`src/rtl/col_drv_pkg.sv`:
```
`timescale 1ns/1ps
// Package col_drv_pkg
// Shared type for the column driver core: the shift direction encoding.
// Assumes the direction pin uses 1 for forward and 0 for reverse.
package col_drv_pkg;
    typedef enum logic {
        DIR_REV = 1'b0,
        DIR_FWD = 1'b1
    } shift_dir_e;
endpackage

```
`src/rtl/col_shift_chain.sv`:
```
`timescale 1ns/1ps
// Module col_shift_chain
// LANES parallel chains of STAGES stages each, stored as one packed array.
// Stage s, lane k maps to column s*LANES+k. Forward shifting enters at
// stage 0 and leaves at the top stage. Reverse shifting enters at the top
// stage and leaves at stage 0.
// Assumes shift_en is a one-cycle qualifier standing in for a shift clock edge.
module col_shift_chain
    import col_drv_pkg::*;
#(
    parameter int LANES  = 6,
    parameter int STAGES = 16
) (
    input  logic                      clk,
    input  logic                      rst_n,
    input  logic                      shift_en,
    input  shift_dir_e                dir,
    input  logic [LANES-1:0]          fwd_in,
    input  logic [LANES-1:0]          rev_in,
    output logic [LANES-1:0]          fwd_tap,
    output logic [LANES-1:0]          rev_tap,
    output logic [STAGES*LANES-1:0]   bits
);
    logic [STAGES-1:0][LANES-1:0] stage_q;

    // Shift one stage in the selected direction when qualified.
    always_ff @(posedge clk) begin
        if (!rst_n) begin
            stage_q <= '0;
        end else if (shift_en) begin
            if (dir == DIR_FWD) begin
                stage_q <= {stage_q[STAGES-2:0], fwd_in};
            end else begin
                stage_q <= {rev_in, stage_q[STAGES-1:1]};
            end
        end
    end

    // Expose both end stages and the flat column image.
    always_comb begin
        fwd_tap = stage_q[STAGES-1];
        rev_tap = stage_q[0];
        bits    = stage_q;
    end

    AST_IDLE_HOLD: assert property (@(posedge clk) disable iff (!rst_n)
        !shift_en |=> $stable(stage_q));
    AST_FWD_ENTRY: assert property (@(posedge clk) disable iff (!rst_n)
        (shift_en && dir == DIR_FWD) |=> stage_q[0] == $past(fwd_in));
    AST_FWD_ADVANCE: assert property (@(posedge clk) disable iff (!rst_n)
        (shift_en && dir == DIR_FWD) |=> stage_q[STAGES-1] == $past(stage_q[STAGES-2]));
    AST_REV_ENTRY: assert property (@(posedge clk) disable iff (!rst_n)
        (shift_en && dir == DIR_REV) |=> stage_q[STAGES-1] == $past(rev_in));
    AST_REV_ADVANCE: assert property (@(posedge clk) disable iff (!rst_n)
        (shift_en && dir == DIR_REV) |=> stage_q[0] == $past(stage_q[1]));
endmodule

```
`src/rtl/col_strobe_latch.sv`:
```
`timescale 1ns/1ps
// Module col_strobe_latch
// Held copy of the column image. Every clock edge with the strobe low loads
// the image. With the strobe high the copy is kept.
// Assumes the strobe is synchronous to clk.
module col_strobe_latch #(
    parameter int WIDTH = 96
) (
    input  logic             clk,
    input  logic             rst_n,
    input  logic             strobe_n,
    input  logic [WIDTH-1:0] d,
    output logic [WIDTH-1:0] q
);
    // Load while the strobe is low, hold otherwise.
    always_ff @(posedge clk) begin
        if (!rst_n) begin
            q <= '0;
        end else if (!strobe_n) begin
            q <= d;
        end
    end

    AST_STROBE_HOLD: assert property (@(posedge clk) disable iff (!rst_n)
        strobe_n |=> $stable(q));
    AST_STROBE_COPY: assert property (@(posedge clk) disable iff (!rst_n)
        !strobe_n |=> q == $past(d));
endmodule

```
`src/rtl/col_out_stage.sv`:
```
`timescale 1ns/1ps
// Module col_out_stage
// Per-column level logic. Blanking forces low and wins over everything.
// Otherwise the force input drives high. Otherwise the column shows its
// held bit.
// Assumes both controls are active low and static between strobes.
module col_out_stage #(
    parameter int WIDTH = 96
) (
    input  logic             blank_n,
    input  logic             force_hi_n,
    input  logic [WIDTH-1:0] held,
    output logic [WIDTH-1:0] drive
);
    for (genvar c = 0; c < WIDTH; c++) begin : g_col
        // One gate per column: blank low, else force high, else data.
        assign drive[c] = blank_n & (~force_hi_n | held[c]);
    end
endmodule

```
`src/rtl/column_driver_core.sv`:
```
`timescale 1ns/1ps
// Module column_driver_core
// Top of the column driver. A six-lane bidirectional shift chain feeds a
// strobed holding stage, which feeds the blanking/force output logic.
// Port roles swap with direction: the output enables tell the pad ring
// which port drives.
// Assumes direction changes only while shift_en is low.
module column_driver_core
    import col_drv_pkg::*;
#(
    parameter int LANES  = 6,
    parameter int STAGES = 16
) (
    input  logic                       clk,
    input  logic                       rst_n,
    input  logic                       shift_en,
    input  logic                       dir_fwd,
    input  logic [LANES-1:0]           a_in,
    output logic [LANES-1:0]           a_out,
    output logic                       a_oe,
    input  logic [LANES-1:0]           b_in,
    output logic [LANES-1:0]           b_out,
    output logic                       b_oe,
    input  logic                       strobe_n,
    input  logic                       blank_n,
    input  logic                       force_hi_n,
    output logic [LANES*STAGES-1:0]    col_out
);
    localparam int COLS = LANES * STAGES;

    shift_dir_e       dir;
    logic [COLS-1:0]  image;
    logic [COLS-1:0]  held;

    // Decode direction and the port enables from it.
    always_comb begin
        dir  = shift_dir_e'(dir_fwd);
        b_oe = (dir == DIR_FWD);
        a_oe = (dir == DIR_REV);
    end

    col_shift_chain #(.LANES(LANES), .STAGES(STAGES)) i_chain (
        .clk      (clk),
        .rst_n    (rst_n),
        .shift_en (shift_en),
        .dir      (dir),
        .fwd_in   (a_in),
        .rev_in   (b_in),
        .fwd_tap  (b_out),
        .rev_tap  (a_out),
        .bits     (image)
    );

    col_strobe_latch #(.WIDTH(COLS)) i_hold (
        .clk      (clk),
        .rst_n    (rst_n),
        .strobe_n (strobe_n),
        .d        (image),
        .q        (held)
    );

    col_out_stage #(.WIDTH(COLS)) i_levels (
        .blank_n    (blank_n),
        .force_hi_n (force_hi_n),
        .held       (held),
        .drive      (col_out)
    );

    AST_ONE_PORT_DRIVES: assert property (@(posedge clk) disable iff (!rst_n)
        $countones({a_oe, b_oe}) == 1);
    AST_BLANK_WINS: assert property (@(posedge clk) disable iff (!rst_n)
        !blank_n |-> col_out == '0);
    AST_FORCE_HIGH: assert property (@(posedge clk) disable iff (!rst_n)
        (blank_n && !force_hi_n) |-> &col_out);
    AST_SHOW_HELD: assert property (@(posedge clk) disable iff (!rst_n)
        (blank_n && force_hi_n && $stable(held)) |-> $stable(col_out));
endmodule

```
`config.mk`:
```
export PLATFORM = sky130hd
export DESIGN_NAME = column_driver_core
export DESIGN_NICKNAME = d
export VERILOG_FILES = /design/src/rtl/col_drv_pkg.sv /design/src/rtl/col_shift_chain.sv /design/src/rtl/col_strobe_latch.sv /design/src/rtl/col_out_stage.sv /design/src/rtl/column_driver_core.sv
export SDC_FILE = /design/constraint.sdc
export NUM_CORES = 1
export LEC_CHECK = 0
export BUFFER_PORTS_ARGS = -buffer_cell sky130_fd_sc_hd__buf_2
export CORE_MARGIN = 2
export CORE_UTILIZATION = 54
export CTS_CLUSTER_DIAMETER = 80
export DETAILED_ROUTE_END_ITERATION = 12
export PLACE_DENSITY_LB_ADDON = 0.12
export SYNTH_ARGS = -nofsm -noshare
export SYNTH_HDL_FRONTEND = slang
export SYNTH_SLANG_ARGS = --single-unit
```
`constraint.sdc`:
```
create_clock -name clk -period 1.2 [get_ports clk]
set_input_delay 0.12 -clock clk [delete_from_list [all_inputs] [get_ports clk]]
set_output_delay 0.12 -clock clk [all_outputs]
set_load 0.05 [all_outputs]
```
Word-level counts from Yosys, hierarchy flattened
Index checks and enable logic that the tools add are counted.
{"block": "totals", "register_bits": 192, "in_bits": 19, "wordCells": 212, "output_inout_bits": 110}
{"block": "op_classes", "muxes": 1, "bitwise": 194}
{"cell": "$and A1 B1 Y1", "n": 96}
{"cell": "$mux W96", "n": 1}
{"cell": "$or A1 B1 Y1", "n": 96}
{"cell": "$not A1 Y1", "n": 2}

Logic depth before layout (Yosys ltp)
{"block": "depth", "word_depth": 3, "depth_mapped": 5, "depth_no_buf": 2}

Cells and area by module
A second synthesis with hierarchy kept.
{"block": "hier_totals", "cells_unflattened": 961, "area_unflattened_um2": 9255.1}
{"mod": "col_shift_chain", "seq_area_each_um2": 1921.8, "area_each_um2": 4191.5, "n_inst": 1, "cells_per_inst": 438}
{"mod": "col_strobe_latch", "seq_area_each_um2": 1921.8, "area_each_um2": 3662.3, "n_inst": 1, "cells_per_inst": 309}
{"mod": "col_out_stage", "seq_area_each_um2": 0.0, "area_each_um2": 1390.1, "n_inst": 1, "cells_per_inst": 212}
{"mod": "column_driver_core", "seq_area_each_um2": 0.0, "area_each_um2": 11.3, "n_inst": 1, "cells_per_inst": 2}

Least setup slack after synthesis
No wires, ideal clock.
{"block": "synth_timing", "path_type": "in2out", "startpoint": "in force_hi_n", "endpoint": "out col_out[0]", "required_ps": 1080, "arrival_time_ps": 1593, "n_path_buf": 2, "cell_stages": 3, "slack_ps": -513, "cell_sequence": "buf_2 clkbuf_1 a21boi_0"}
{"block": "synth_via", "elab_chain_cells": 3}
{"item": "start: declaration", "line": "column_driver_core.sv:26", "rtl": "input logic force_hi_n,"}
{"item": "$not A1 Y1", "line": "col_out_stage.sv:17", "rtl": "assign drive[c] = blank_n & (~force_hi_n | held[c]);"}
{"item": "$or A1 B1 Y1", "line": "col_out_stage.sv:17"}
{"item": "$and A1 B1 Y1", "line": "col_out_stage.sv:17"}
{"item": "end: declaration", "line": "column_driver_core.sv:27", "rtl": "output logic [LANES*STAGES-1:0] col_out"}
No other way between the ends.

Worst setup path after layout
{"block": "layout_timing", "startpoint": "reg i_hold.q[11]", "endpoint": "out col_out[11]"}
{"block": "layout_via", "elab_chain_cells": 2}
{"item": "start: declaration", "line": "col_strobe_latch.sv:13", "rtl": "output logic [WIDTH-1:0] q"}
{"item": "start signal: assignment", "line": "col_strobe_latch.sv:18", "rtl": "q <= '0;"}
{"item": "start signal: assignment", "line": "col_strobe_latch.sv:20", "rtl": "q <= d;"}
{"item": "$or A1 B1 Y1", "line": "col_out_stage.sv:17"}
{"item": "$and A1 B1 Y1", "line": "col_out_stage.sv:17"}
No other way between the ends.

==> impl_metrics.csv <==
group,metric,value,unit
global_routing,grt_pass1_wl,33.2,mm
cells_and_area,mostFrequentLayoutCell,"mux2i_1",
power,p_total,16100,uW
route,dr_total_vias,6677,
yosys,syn-num-nets,981,
power,p_clk_share,37.4,%
power,vdd.ir_drop.worst,1.06,mV
critical_path,arrival,1.16,ns
timing,finalWorstSetupSlack,-0.0821,ns
critical_path,r2r_slack,0.38,ns
critical_path,end_kind,"output pin",
timing,rsz0062_at_grt,"yes",
global_routing,grt_max_degree,71,
route,drc_errors,0,
critical_path,path_max_fanout,2,
timing,finalSetupViolCount,90,
floorplanning,ios,129,
critical_path,r2r_start,"i_chain.bits[76]",
route,drtIter0Drc,338,
cells_and_area,layout_common_cells,"192 x mux2i_1, 103 x buf_6, 100 x dfxtp_2",
global_routing,grtUsageMet3,3.64,%
floorplanning,start_util,54.7,%
global_routing,grt-busiest-layer,"met2",
route,viasPerCell,5.18,
global_routing,antenna_found_initial,0,
yosys,yosysSeqAreaShare,42.8,%
clock_network,cts_max_path_buffers,2,
clock_network,clock-sinks,192,
timing,relSlewSlack,75.5,%
floorplanning,die_area,17700,um^2
global_routing,grt_use_met2,37.5,%
floorplanning,core,16400,um^2
yosys,avgSynthCellArea,9.33,um^2
yosys,synth-seq-cells,192,
timing,clock_skew,0.00656,ns
route,routed_wl,20.2,mm
global_routing,grt_usage,23.2,%
critical_path,worst_ep_required_time,1.08,ns
route,first_pass_iters,4,
power,power_density,1380,nW/um^2
clock_network,clkTransAtPathRegs,0.07,ns
critical_path,crit_start,"i_hold.q[11]",
status,violations,"negative setup slack",
clock_network,clkLatencyLatePin,0.43,ns
timing,final.period_utilization,107,%
min_path,hold_path.startpoint,"b_in[4]",
floorplanning,placementRows,47,
power,p_int,11600,uW
global_routing,grt.met1_usage,32.0,%
placement,place_congestion,0.769,
placement,dp_slack,0.0863,ns
yosys,synth.distinct_cells,15,
cells_and_area,layout-drive-gt1-share,44.9,%
yosys,syn_inst,962,
timing,tightest_slew,0.368,ns
job,max_cap_violations,0,
status,outcome,"complete, but fails checks",
floorplanning,die_y,133,um
clock_network,cts_tree,"built",
route,wl_per_cell,15.6,um
power,pwr-share-seq,44.0,%
power,p_sw,4480,uW
cells_and_area,syn_to_final_growth,30.2,%
clock_network,htree_levels,4,
placement,dpl.hpwl,12.9,mm
critical_path,startpoint_type,"register",
yosys,synthesis.area,8970,um^2
cells_and_area,fin_cells,1288,
global_routing,first_global_vias,6193,
route,drtAntennaViolNets,0,
power,switching_share,27.8,%
global_routing,grt-ovfl-total,0,
critical_path,crit_type,"reg -> out",
timing,final.min_clock_period,1.28,ns
cells_and_area,nets,1075,
power,cellLeakagePower,0.00482,uW
timing,final_max_slew_viol_count,0,
cells_and_area,antenna_cells,0,
yosys,yosys_warnings,0,
floorplanning,die_w,133,um
clock_network,cts_buffers,17,
power,comb_power_share,18.6,%
min_path,hold_class,"in -> reg",
timing,hold_viol,0,
placement,dpl.cell_count,1240,
placement,numPortBuffers,128,
clock_network,cts-root-buf,"clkbuf_16",
timing,fmax,0.780,GHz
-- worst max-delay path: stages (launching register included) --
cell      delay, ns
dfxtp_2        0.33
inv_2          0.03
a21boi_2       0.18
buf_6          0.19
-- worst paths after layout --
kind / endpoint / cells after the start
worst max register to register: i_chain.bits[82] / 2
worst max-delay path: col_out[11] / 3
worst min register to register: i_hold.q[42] / 2
worst min-delay path: i_chain.fwd_tap[4] / 3
-- Yosys cell counts --
master	count	share of area (%)
a21boi_1	3	0.25
nor2b_1	96	6.7
buf_6	6	0.75
mux2i_1	192	21
buf_8	3	0.50
a21oi_1	96	5.4
buf_2	17	0.95
buf_4	25	2.1
clkbuf_1	44	1.8
a21boi_0	93	7.8
o21ai_0	96	5.4
inv_1	97	4.1
clkbuf_4	1	0.084
dfxtp_1	192	43
clkbuf_2	1	0.056
-- layout make-up --
| type | count | area [um^2] |
|---|---|---|
| clock inverter | 7 | 121 |
| sequential | 192 | 3970 |
| clock buffer | 24 | 522 |
| tap | 220 | 275 |
| timing repair buffer | 172 | 1870 |
| multi-input combinational | 576 | 4570 |
| fill | 1217 | 4720 |
| inverter | 97 | 364 |
-- stage by stage --
stage,setup TNS (ns),cell area (um^2),util [%],hold slack [ns]
after floorplan,-2.33,9320,-,0.317
after global placement,0,10100,61.5,0.404
after detailed placement,0,10100,61.5,0.413
after CTS,-3.71,11600,70.8,0.00751
after global routing,-6.87,11700,71.2,0.0564
final,-2.11,11700,71.2,0.0336
-- flip-flops by register name (all words and copies together) (netlist names) --
name	flops
i_hold.q	96
i_chain.bits	84
i_chain.fwd_tap	6
i_chain.rev_tap	6
-- cell families after synthesis --
family / after synthesis / synth area share [%]
flip-flops: 192 / 42.8
AO/OA/AOI/OAI: 288 / 18.7
AND/OR/NAND/NOR: 96 / 6.69
multiplexers: 192 / 21.4
buffers and inverters: 194 / 10.3
-- routing by layer --
metal | part of all wire [%] | up-vias | wire length [um]
li1 | - | 3425 | -
met1 | 48 | 3129 | 9630
met2 | 48 | 103 | 9670
met3 | 2.9 | 20 | 593
met4 | 1.3 | 0 | 253
met5 | 0 | - | 0
-- power groups by stage --
stage	logic, uW	registers, uW	clock network (uW)
after floorplan	2200	7040	0
after global placement	2590	7180	0
after detailed placement	2620	7190	0
after CTS	2970	7090	6130
after global routing	3190	7140	6420
final	2990	7100	6030
-- timing repair --
action | CTS | global route
endpoints found under the setup margin | 108 | 104
pin swaps | 18 | 22
resized for setup | 386 | 26
hold buffers | 11 | 0
endpoints found under the hold margin | 11 | 0
buffers inserted | 4 | 2
gates cloned | 0 | 0
Note: power is estimated with default switching activity, not from simulation.
